`src/rtl/spi_txq_pkg.sv`:
```
package spi_txq_pkg;
    parameter int CMD_W  = 16;
    parameter int DATA_W = 16;

    typedef struct packed {
        logic [CMD_W-1:0]  cmd;
        logic [DATA_W-1:0] data;
    } txq_entry_t;

    typedef enum logic [1:0] {
        Q_EMPTY = 2'd0,
        Q_PART  = 2'd1,
        Q_FULL  = 2'd2
    } txq_state_e;
endpackage

```
`src/rtl/txq_ptr.sv`:
```
module txq_ptr #(
    parameter int DEPTH = 16,
    localparam int PTR_W = $clog2(DEPTH)
) (
    input  logic             clk,
    input  logic             rst_n,
    input  logic             adv_i,
    input  logic             clr_i,
    input  logic [PTR_W-1:0] last_i,
    output logic [PTR_W-1:0] ptr_o
);
    logic [PTR_W-1:0] ptr_q;
    logic [PTR_W-1:0] ptr_nx;

    always_comb begin
        ptr_nx = ptr_q;
        if (clr_i) begin
            ptr_nx = '0;
        end else if (adv_i) begin
            ptr_nx = (ptr_q >= last_i) ? '0 : ptr_q + 1'b1;
        end
    end

    always_ff @(posedge clk) begin
        if (!rst_n) ptr_q <= '0;
        else        ptr_q <= ptr_nx;
    end

    assign ptr_o = ptr_q;


    ptr_range_chk: assert property (@(posedge clk) disable iff (!rst_n)
        ptr_q <= last_i);
endmodule

```
`src/rtl/txq_store.sv`:
```
module txq_store
    import spi_txq_pkg::*;
#(
    parameter int DEPTH = 16,
    localparam int PTR_W = $clog2(DEPTH)
) (
    input  logic             clk,
    input  logic             rst_n,
    input  logic             wr_en_i,
    input  logic [PTR_W-1:0] wr_idx_i,
    input  txq_entry_t       wr_word_i,
    input  logic [PTR_W-1:0] rd_idx_i,
    output txq_entry_t       rd_word_o
);
    txq_entry_t slot_q [DEPTH];

    for (genvar g = 0; g < DEPTH; g++) begin : g_slot
        logic hit;
        assign hit = wr_en_i && (wr_idx_i == PTR_W'(g));
        always_ff @(posedge clk) begin
            if (!rst_n)   slot_q[g] <= '0;
            else if (hit) slot_q[g] <= wr_word_i;
        end
    end

    assign rd_word_o = slot_q[rd_idx_i];


    write_chk: assert property (@(posedge clk) disable iff (!rst_n)
        wr_en_i |=> slot_q[$past(wr_idx_i)] == $past(wr_word_i));
endmodule

```
`src/rtl/txq_ctrl.sv`:
```
module txq_ctrl
    import spi_txq_pkg::*;
#(
    parameter int DEPTH = 16,
    localparam int CNT_W = $clog2(DEPTH + 1),
    localparam int PTR_W = $clog2(DEPTH)
) (
    input  logic             clk,
    input  logic             rst_n,
    input  logic             bypass_i,
    input  logic             flush_i,
    input  logic             push_i,
    input  logic             pop_i,
    input  logic             uflow_clr_i,
    output logic             push_ok_o,
    output logic             pop_ok_o,
    output logic             flush_eff_o,
    output logic [PTR_W-1:0] last_o,
    output logic             head_valid_o,
    output logic             not_full_o,
    output logic             uflow_o,
    output logic [CNT_W-1:0] count_o
);
    localparam logic [CNT_W-1:0] CAP_N = CNT_W'(DEPTH);
    localparam logic [CNT_W-1:0] CAP_B = CNT_W'(1);

    txq_state_e       state_q, state_nx;
    logic [CNT_W-1:0] count_q, count_nx;
    logic             uflow_q, uflow_nx;
    logic [CNT_W-1:0] cap;
    logic             push_ok, pop_ok, flush_eff, uf_set;

    assign cap       = bypass_i ? CAP_B : CAP_N;
    assign flush_eff = flush_i && !bypass_i;
    assign push_ok   = push_i && !flush_eff && (count_q < cap);
    assign pop_ok    = pop_i && !flush_eff && (count_q != '0);
    assign uf_set    = pop_i && !flush_eff && (count_q == '0);

    always_comb begin
        count_nx = count_q;
        if (flush_eff) begin
            count_nx = '0;
        end else begin
            unique case ({push_ok, pop_ok})
                2'b10:   count_nx = count_q + 1'b1;
                2'b01:   count_nx = count_q - 1'b1;
                default: count_nx = count_q;
            endcase
        end
    end

    always_comb begin
        uflow_nx = uflow_q;
        if (uf_set)           uflow_nx = 1'b1;
        else if (uflow_clr_i) uflow_nx = 1'b0;
    end

    // occupancy state transitions
    always_comb begin
        state_nx = state_q;
        unique case (state_q)
            Q_EMPTY: begin
                if (count_nx == cap)     state_nx = Q_FULL;   // fill_last
                else if (count_nx != '0) state_nx = Q_PART;   // fill
            end
            Q_PART: begin
                if (count_nx == '0)      state_nx = Q_EMPTY;  // drain_last / flush
                else if (count_nx == cap) state_nx = Q_FULL;  // fill_last
            end
            Q_FULL: begin
                if (count_nx == '0)      state_nx = Q_EMPTY;  // drain_last / flush
                else if (count_nx != cap) state_nx = Q_PART;  // drain
            end
            default: state_nx = Q_EMPTY;
        endcase
    end

    always_ff @(posedge clk) begin
        if (!rst_n) begin
            state_q <= Q_EMPTY;
            count_q <= '0;
            uflow_q <= 1'b0;
        end else begin
            state_q <= state_nx;
            count_q <= count_nx;
            uflow_q <= uflow_nx;
        end
    end

    // outputs decoded from the state register
    always_comb begin
        head_valid_o = 1'b0;
        not_full_o   = 1'b1;
        unique case (state_q)
            Q_EMPTY: begin head_valid_o = 1'b0; not_full_o = 1'b1; end
            Q_PART:  begin head_valid_o = 1'b1; not_full_o = 1'b1; end
            Q_FULL:  begin head_valid_o = 1'b1; not_full_o = 1'b0; end
            default: begin head_valid_o = 1'b0; not_full_o = 1'b1; end
        endcase
    end

    assign push_ok_o   = push_ok;
    assign pop_ok_o    = pop_ok;
    assign flush_eff_o = flush_eff;
    assign last_o      = bypass_i ? '0 : PTR_W'(DEPTH - 1);
    assign uflow_o     = uflow_q;
    assign count_o     = count_q;


    full_flag_chk: assert property (@(posedge clk) disable iff (!rst_n)
        not_full_o == (count_q < cap));

    no_overflow_chk: assert property (@(posedge clk) disable iff (!rst_n)
        count_q <= cap);

    uflow_set_chk: assert property (@(posedge clk) disable iff (!rst_n)
        $rose(uflow_q) |-> $past(pop_i && count_q == '0));

    flush_chk: assert property (@(posedge clk) disable iff (!rst_n)
        (flush_i && !bypass_i) |=> count_q == '0);

    bypass_flush_chk: assert property (@(posedge clk) disable iff (!rst_n)
        (bypass_i && flush_i && !push_i && !pop_i) |=> $stable(count_q));

    pushpop_chk: assert property (@(posedge clk) disable iff (!rst_n)
        (push_ok && pop_ok) |=> $stable(count_q));
endmodule

```
`src/rtl/spi_txq.sv`:
```
module spi_txq
    import spi_txq_pkg::*;
#(
    parameter int DEPTH = 16,
    localparam int CNT_W = $clog2(DEPTH + 1),
    localparam int PTR_W = $clog2(DEPTH)
) (
    input  logic              clk,
    input  logic              rst_n,
    input  logic              bypass_i,
    input  logic              flush_i,
    input  logic              push_i,
    input  logic [CMD_W-1:0]  push_cmd_i,
    input  logic [DATA_W-1:0] push_data_i,
    input  logic              pop_i,
    input  logic              uflow_clr_i,
    output logic              head_valid_o,
    output logic [CMD_W-1:0]  head_cmd_o,
    output logic [DATA_W-1:0] head_data_o,
    output logic              not_full_o,
    output logic              uflow_o,
    output logic [CNT_W-1:0]  count_o
);
    logic             push_ok, pop_ok, flush_eff;
    logic [PTR_W-1:0] last_idx, wr_idx, rd_idx;
    txq_entry_t       wr_word, rd_word;

    assign wr_word.cmd  = push_cmd_i;
    assign wr_word.data = push_data_i;

    txq_ctrl #(.DEPTH(DEPTH)) ctrl_i (
        .clk(clk), .rst_n(rst_n), .bypass_i(bypass_i), .flush_i(flush_i),
        .push_i(push_i), .pop_i(pop_i), .uflow_clr_i(uflow_clr_i),
        .push_ok_o(push_ok), .pop_ok_o(pop_ok), .flush_eff_o(flush_eff),
        .last_o(last_idx), .head_valid_o(head_valid_o),
        .not_full_o(not_full_o), .uflow_o(uflow_o), .count_o(count_o)
    );

    txq_ptr #(.DEPTH(DEPTH)) wptr_i (
        .clk(clk), .rst_n(rst_n), .adv_i(push_ok), .clr_i(flush_eff),
        .last_i(last_idx), .ptr_o(wr_idx)
    );

    txq_ptr #(.DEPTH(DEPTH)) rptr_i (
        .clk(clk), .rst_n(rst_n), .adv_i(pop_ok), .clr_i(flush_eff),
        .last_i(last_idx), .ptr_o(rd_idx)
    );

    txq_store #(.DEPTH(DEPTH)) store_i (
        .clk(clk), .rst_n(rst_n), .wr_en_i(push_ok), .wr_idx_i(wr_idx),
        .wr_word_i(wr_word), .rd_idx_i(rd_idx), .rd_word_o(rd_word)
    );

    assign head_cmd_o  = rd_word.cmd;
    assign head_data_o = rd_word.data;
endmodule

```
`config.mk`:
```
export PLATFORM = sky130hd
export DESIGN_NAME = spi_txq
export DESIGN_NICKNAME = d
export VERILOG_FILES = /design/src/rtl/spi_txq_pkg.sv /design/src/rtl/txq_ptr.sv /design/src/rtl/txq_store.sv /design/src/rtl/txq_ctrl.sv /design/src/rtl/spi_txq.sv
export SDC_FILE = /design/constraint.sdc
export NUM_CORES = 1
export LEC_CHECK = 0
export BUFFER_PORTS_ARGS = -buffer_cell sky130_fd_sc_hd__buf_4
export CORE_UTILIZATION = 50
export DETAILED_ROUTE_END_ITERATION = 8
export PLACE_DENSITY = 0.69
export SKIP_CTS_REPAIR_TIMING = 1
export SYNTH_ARGS = -nofsm -noshare
export SYNTH_HDL_FRONTEND = slang
export SYNTH_HIERARCHICAL = 1
export SYNTH_SLANG_ARGS = --single-unit
```
`constraint.sdc`:
```
create_clock -name clk -period 5.7 [get_ports clk]
set_input_delay 1.14 -clock clk [delete_from_list [all_inputs] [get_ports clk]]
set_output_delay 1.14 -clock clk [all_outputs]
set_load 0.05 [all_outputs]
```
==> flow_summary.ini, run 1 <==
[clock_tree]
cts-htree-levels = 2
cts_sinks = 528
root_buffer = clkbuf_16
path_clk_slew_ns = 0.06
clockBufferDepth = 3
cts_tree = yes
clk_latency_ns = 0.60
cts_buffers = 53

[synthesis]
synth-simple-area-share = 0.159
synth_fa_ha_area_frac = 0.0106
avgSynthCellArea_um2 = 15.2
syn_nets = 1654
synth_xor_area_frac = 0.00108
ys_seq_area_frac = 0.647
ys.flop_type = edfxtp_1
synth_cell_types = 53
muxShareOfSynthArea = 0.121
synth-seq-cells = 528
synth_area_um2 = 24200
synth_top_family_by_area = simple AND/OR/NAND/NOR gates
synthCells = 1595
synth_compound_area_frac = 0.0343
synth_edf_count = 512
async_reset_ff_frac = 0
ys_warn_count = 6

[worst_setup_path]
cp.required_ns = 6.23
slowest_stage = a2111oi_1
crit_type = primary input to register
reg2reg_slack_ns = 1.16
endpoint_kind = register
worstPathArrival_ns = 5.15
reg2reg_from = ctrl_i/count_o[0]
reg2reg_depth = 13
crit_path_start_kind = primary input
crit_chain = buf_4 > inv_1 > nand2_1 > nand2_1 > nor2_1 > ha_1 > inv_1 > fa_1 > or3b_1 > a2111oi_1 > o31ai_1 > o31ai_2 > mux2i_1 > mux2_4 > mux2i_1
startpoint = bypass_i
cpPeakStageDelay_ns = 0.56
critPathMaxFanout = 11
crit_end = ctrl_i/state_q[1]
rr_endpoint = ctrl_i/state_q[1]

[sta]
relSlewSlack = 0.192
worst_slew_pin_slew_ns = 1.21
period_needed_ns = 4.62
report.final.slew_viol_count = 0
fin_skew_ns = 0.0222
rsz0062_at_grt = false
fmax_mhz = 217
post-route-period-util = 0.810
fin_tns_setup_ns = 0
setup_viol = 0
finalHoldViolations = 0

[placed_design]
io_buffers = 78
post-dp-hpwl_um = 33200
placed_area_um2 = 25700
gp_congestion = 0.746

[grt]
use_met3 = 0.0336
busiest_layer = met2
grtUsageMet1 = 0.327
use_met2 = 0.397
grt_max_degree = 72
antenna_found_initial = 2
grt_pass1_vias = 14000
grt-ovfl-total = 0
grt_pass1_wl_um = 87500
grt_use_total = 0.239

[floorplanning]
die-area_um2 = 49400
core_um2 = 47700
pin_count = 79
initial_core_util = 0.508
die_h_um = 222
dieWidth_um = 222
rows = 80

[layout]
final_util = 0.573
stdcell_area_um2 = 27300
area_growth_pct = 12.8
fin_nets = 1699
n_antenna_cell = 0
nFillCells = 3671
layout_common_cells = and2_1, edfxtp_1, mux4_2
final_layout_size_suffix_gt1_frac = 0.220

[pwr]
powerDensity_nw_per_um2 = 324
power_frac_clock = 0.372
switching_power_mw = 2.15
vdd_drop_max_mv = 0.267
power.leakage_nw = 9.88
p_sw_frac = 0.243
pwr-share-seq = 0.506
combPwrFrac = 0.121
intPower_mw = 6.70

[detailed_routing]
drt_iter0_markers = 1290
drt-pass1-iter-count = 5
route.detailed.drc = 0
via_per_inst = 5.87
vias = 13400
ant_nets = 0
wl_per_cell_um = 25.2
totalWireLength_um = 57700

[flow_run]
maxCapViolCount = 0

[run_status]
status = finished clean

[min_path]
hp-start = ctrl_i/state_q[0]
hold_path_class = register to register
==> cells by family (layout without fill, tap and decap cells) <==
kind of cell               count (synthesis)  in the layout
muxes                                    133            133
DFF                                      528            528
xor gates and xnor gates                   3              3
adders and majority gates                 20             20
AOI/OAI and AO/OA                        121            121
and+or+nand+nor                          635            635
buffers and inverters                    155            236
==> per-stage QoR <==
stage | power, mW | std cells | hold WS (ns) | setup WS [ns]
3_5_place_dp | 5.65 | 2200 | 0.502 | 0.525
2_1_floorplan | 5.30 | 1595 | 0.462 | 0.141
3_3_place_gp | 5.63 | 2200 | 0.496 | 0.714
6_report | 8.85 | 2291 | 0.511 | 1.08
4_1_cts | 8.92 | 2291 | 0.511 | 1.13
5_1_grt | 9.13 | 2291 | 0.543 | 0.698
==> worst min-delay path by stage <==
stage | slack [ns] | end | cells after the start
6_report | 0.51 | ctrl_i/state_q[0] | 2
5_1_grt | 0.54 | ctrl_i/state_q[0] | 2
4_1_cts | 0.51 | ctrl_i/state_q[0] | 2
3_5_place_dp | 0.50 | ctrl_i/state_q[0] | 2
3_3_place_gp | 0.50 | ctrl_i/state_q[0] | 2
2_1_floorplan | 0.46 | ctrl_i/state_q[0] | 2
==> power groups by stage <==
stage | clock, mW | combinational (mW) | sequential, mW
after floorplan | 0 | 0.739 | 4.56
after global placement | 0 | 1.07 | 4.55
after detailed placement | 0 | 1.08 | 4.56
after CTS | 3.35 | 1.09 | 4.48
after global routing | 3.49 | 1.15 | 4.50
final | 3.30 | 1.08 | 4.48
==> Yosys cell counts, drive strengths merged (4+ instances only) <==
cell | instances | share of area
nor2b | 9 | 0.0026
a22oi | 64 | 0.020
a21oi | 6 | 0.0012
inv | 25 | 0.0039
mux4 | 128 | 0.12
nand2b | 7 | 0.0018
nor4b | 4 | 0.0020
nor3 | 6 | 0.0012
and2 | 513 | 0.13
o21ai | 30 | 0.0062
edfxtp | 512 | 0.63
nand3 | 4 | 0.00083
a211oi | 9 | 0.0028
nand2 | 43 | 0.0067
buf | 31 | 0.0071
dfxtp | 16 | 0.013
ha | 19 | 0.0098
nor2 | 30 | 0.0046
clkbuf | 99 | 0.015
==> critical path, delay by kind of cell <==
kind | cells | cell delay [ns]
compound gates | 3 | 1.09
fa+ha+maj | 2 | 0.93
buf+inv | 3 | 0.37
mux | 3 | 0.64
simple gates | 4 | 0.98
==> routing by layer <==
metal / up-vias / wire (µm)
met1: 6945 / 24400
met5: - / 0
met2: 439 / 28600
li1: 5975 / -
met4: 0 / 1630
met3: 86 / 3020
==> state kept, by name, indices dropped and copies added (netlist names) <==
name            cells
rptr_i/ptr_o        4
store_i/slot_q    512
wptr_i/ptr_o        4
ctrl_i/count_o      5
ctrl_i/uflow_o      1
ctrl_i/state_q      2
==> cell type report <==
class	instances	area, µm²	area share
multi-input combinational	912	8150	0.298
timing repair buffer	120	1030	0.0375
sequential	528	15700	0.574
inverter	25	93.8	0.00343
clock buffer	67	1380	0.0504
tap	615	769	0.0281
clock inverter	24	213	0.00778
Note: power is estimated with default switching activity, not from simulation.
==> run 2, diff against run 1 <==
ABC_AREA = 1   (was default)
clock period = 4.1 ns   (was 5.7 ns; I/O delays follow)
==> run 2 against run 1 <==
Compared with the run above:
- worst setup slack lost 0.59 ns
- die area grew 6.5%
- utilization shrank 0.27 points
- global-route usage grew 2.6 points
- largest power group unchanged
- highest routed layer unchanged
==> flow_summary.ini, run 2 <==
[detailed_routing]
route.detailed.drc = 0
wl_per_cell_um = 18.9
vias = 19700
drt-pass1-iter-count = 6
ant_nets = 0
totalWireLength_um = 69200
drt_iter0_markers = 2239
via_per_inst = 5.38

[clock_tree]
cts_buffers = 55
root_buffer = clkbuf_16
cts-htree-levels = 2
clk_latency_ns = 0.61
path_clk_slew_ns = 0.06
cts_tree = yes
cts_sinks = 528
clockBufferDepth = 3

[grt]
grt_pass1_wl_um = 108000
grt-ovfl-total = 0
grt_max_degree = 201
grt_pass1_vias = 19400
antenna_found_initial = 0
grt_use_total = 0.266

[pwr]
vdd_drop_max_mv = 0.454
powerDensity_nw_per_um2 = 527
power.leakage_nw = 12.9
finalPower_mw = 15.2

[worst_setup_path]
crit_chain = buf_12 > nand2_1 > nand2_1 > nand2_1 > nand3_1 > nand3_1 > nand2_1 > buf_4
cp.required_ns = 3.28
cpPeakStageDelay_ns = 0.55
slowest_stage = buf_12
worstPathArrival_ns = 2.78
cpMostUsedCell = nand2_1
cp_num_buf_inv = 2
reg2reg_slack_ns = 0.87
endpoint_kind = primary output
critPathMaxFanout = 200
cp_top_family = buffers and inverters
crit_type = register to primary output
crit_path_start_kind = register

[sta]
post-route-period-util = 0.879
period_needed_ns = 3.60
holdWs_ns = 0.463
setup_viol = 0
report.final.slew_viol_count = 0
rsz0062_at_grt = false
worst_slew_pin_slew_ns = 1.17
fmax_mhz = 278
finalHoldViolations = 0
worst_slack_ns = 0.498
relSlewSlack = 0.221
fin_skew_ns = 0.0119
fin_tns_setup_ns = 0

[synthesis]
synth.area.top_cells = edfxtp_1, nand2_1, nand3_1, nor2_1, inv_1
async_reset_ff_frac = 0
synth_xor_area_frac = 0.00237
synth_fa_ha_area_frac = 0.00998
ys_seq_area_frac = 0.607
yosysTopAreaCell = edfxtp_1
synthCells = 2942
yosysTopAreaCellShare = 0.595
synth_compound_area_frac = 0.00479
synth_edf_count = 512
muxShareOfSynthArea = 0.000775
synth-seq-cells = 528
synth_top_family_by_area = simple AND/OR/NAND/NOR gates
synth-simple-area-share = 0.272
yosysMostFrequentCell = nand2_1
ys.flop_type = edfxtp_1
avgSynthCellArea_um2 = 8.78
ys_warn_count = 6
synth_area_um2 = 25800
syn_nets = 3001
yosys-top-cells-count = nand2_1, nor2_1, edfxtp_1
synth_cell_types = 35

[layout]
layout_common_cells = nand2_1, nor2_1, edfxtp_1
multi_input_area_um2 = 7670
regMostFlops = store_i/slot_q
seqCellArea_um2 = 15700
final_common_cell = nand2_1
final_layout_size_suffix_gt1_frac = 0.0868
stdcell_area_um2 = 28800
stdcell_count = 3657
fin_nets = 3003
n_antenna_cell = 0
largest_reg_flops = 512
final_util = 0.570
nFillCells = 4310
area_growth_pct = 11.6

[flow_run]
maxCapViolCount = 0

[floorplanning]
die-area_um2 = 52600
core_um2 = 50600
dieWidth_um = 229
pin_count = 79
rows = 82
die_h_um = 229
initial_core_util = 0.511

[placed_design]
gp_congestion = 0.846
placed_area_um2 = 27200
post-dp-hpwl_um = 37900
place_ws_ns = 0.403
place_inst = 3559
io_buffers = 78

[min_path]
hold_path_class = primary input to register

[run_status]
status = finished clean
## run 2: cell types whose count changed after synthesis, sizes merged, moves of 128 or more
cell,previous run,this run
nand2,43,743
and2,513,0
nor2,30,539
inv,25,467
nand3,4,404
mux4,128,0
## run 2: cell families (layout without fill, tap and decap cells)
family / count (synthesis) / in the layout
AOI/OAI and AO/OA: 21 / 21
xor gates and xnor gates: 7 / 7
adders and majority gates: 20 / 20
buffers and inverters: 659 / 702
DFF: 528 / 528
muxes: 2 / 2
and+or+nand+nor: 1705 / 1705
## run 2: cell type report
class,instances,area share
Tap cell,672,0.0292
Inverter,467,0.0612
Sequential cell,528,0.545
Timing Repair Buffer,137,0.0422
Multi-Input combinational cell,1755,0.266
Clock inverter,24,0.00478
Clock buffer,74,0.0517
## run 2: path summary, 6_finish.rpt
kind	from	end	cells past startpoint
hold reg to reg	ctrl_i/uflow_o	ctrl_i/uflow_o	2
setup / recovery	rptr_i/ptr_o[0]	head_data_o[10]	8
setup reg to reg	ctrl_i/count_o[4]	ctrl_i/state_q[1]	16
hold / removal	uflow_clr_i	ctrl_i/uflow_o	4
## run 2: report_power, final
part | internal (mW) | total (mW) | leakage, nW | switching [mW]
sequential | 6.22 | 6.35 | 5.43 | 0.132
combinational | 1.23 | 4.19 | 6.70 | 2.97
clock | 2.59 | 4.64 | 0.806 | 2.05
## run 2: worst min-delay path, cell delays in order
cell     delay [ns]
buf_4          0.07
inv_1          0.03
nand2_1        0.04
a21oi_1        0.05
## run 2: metal layers
metal | share of wire | wire, µm | global-route usage
met1 | 0.40 | 27800 | 0.348
met2 | 0.48 | 33100 | 0.444
met3 | 0.091 | 6320 | 0.0469
met4 | 0.028 | 1930 | 0.0906
met5 | 0 | 0 | 0
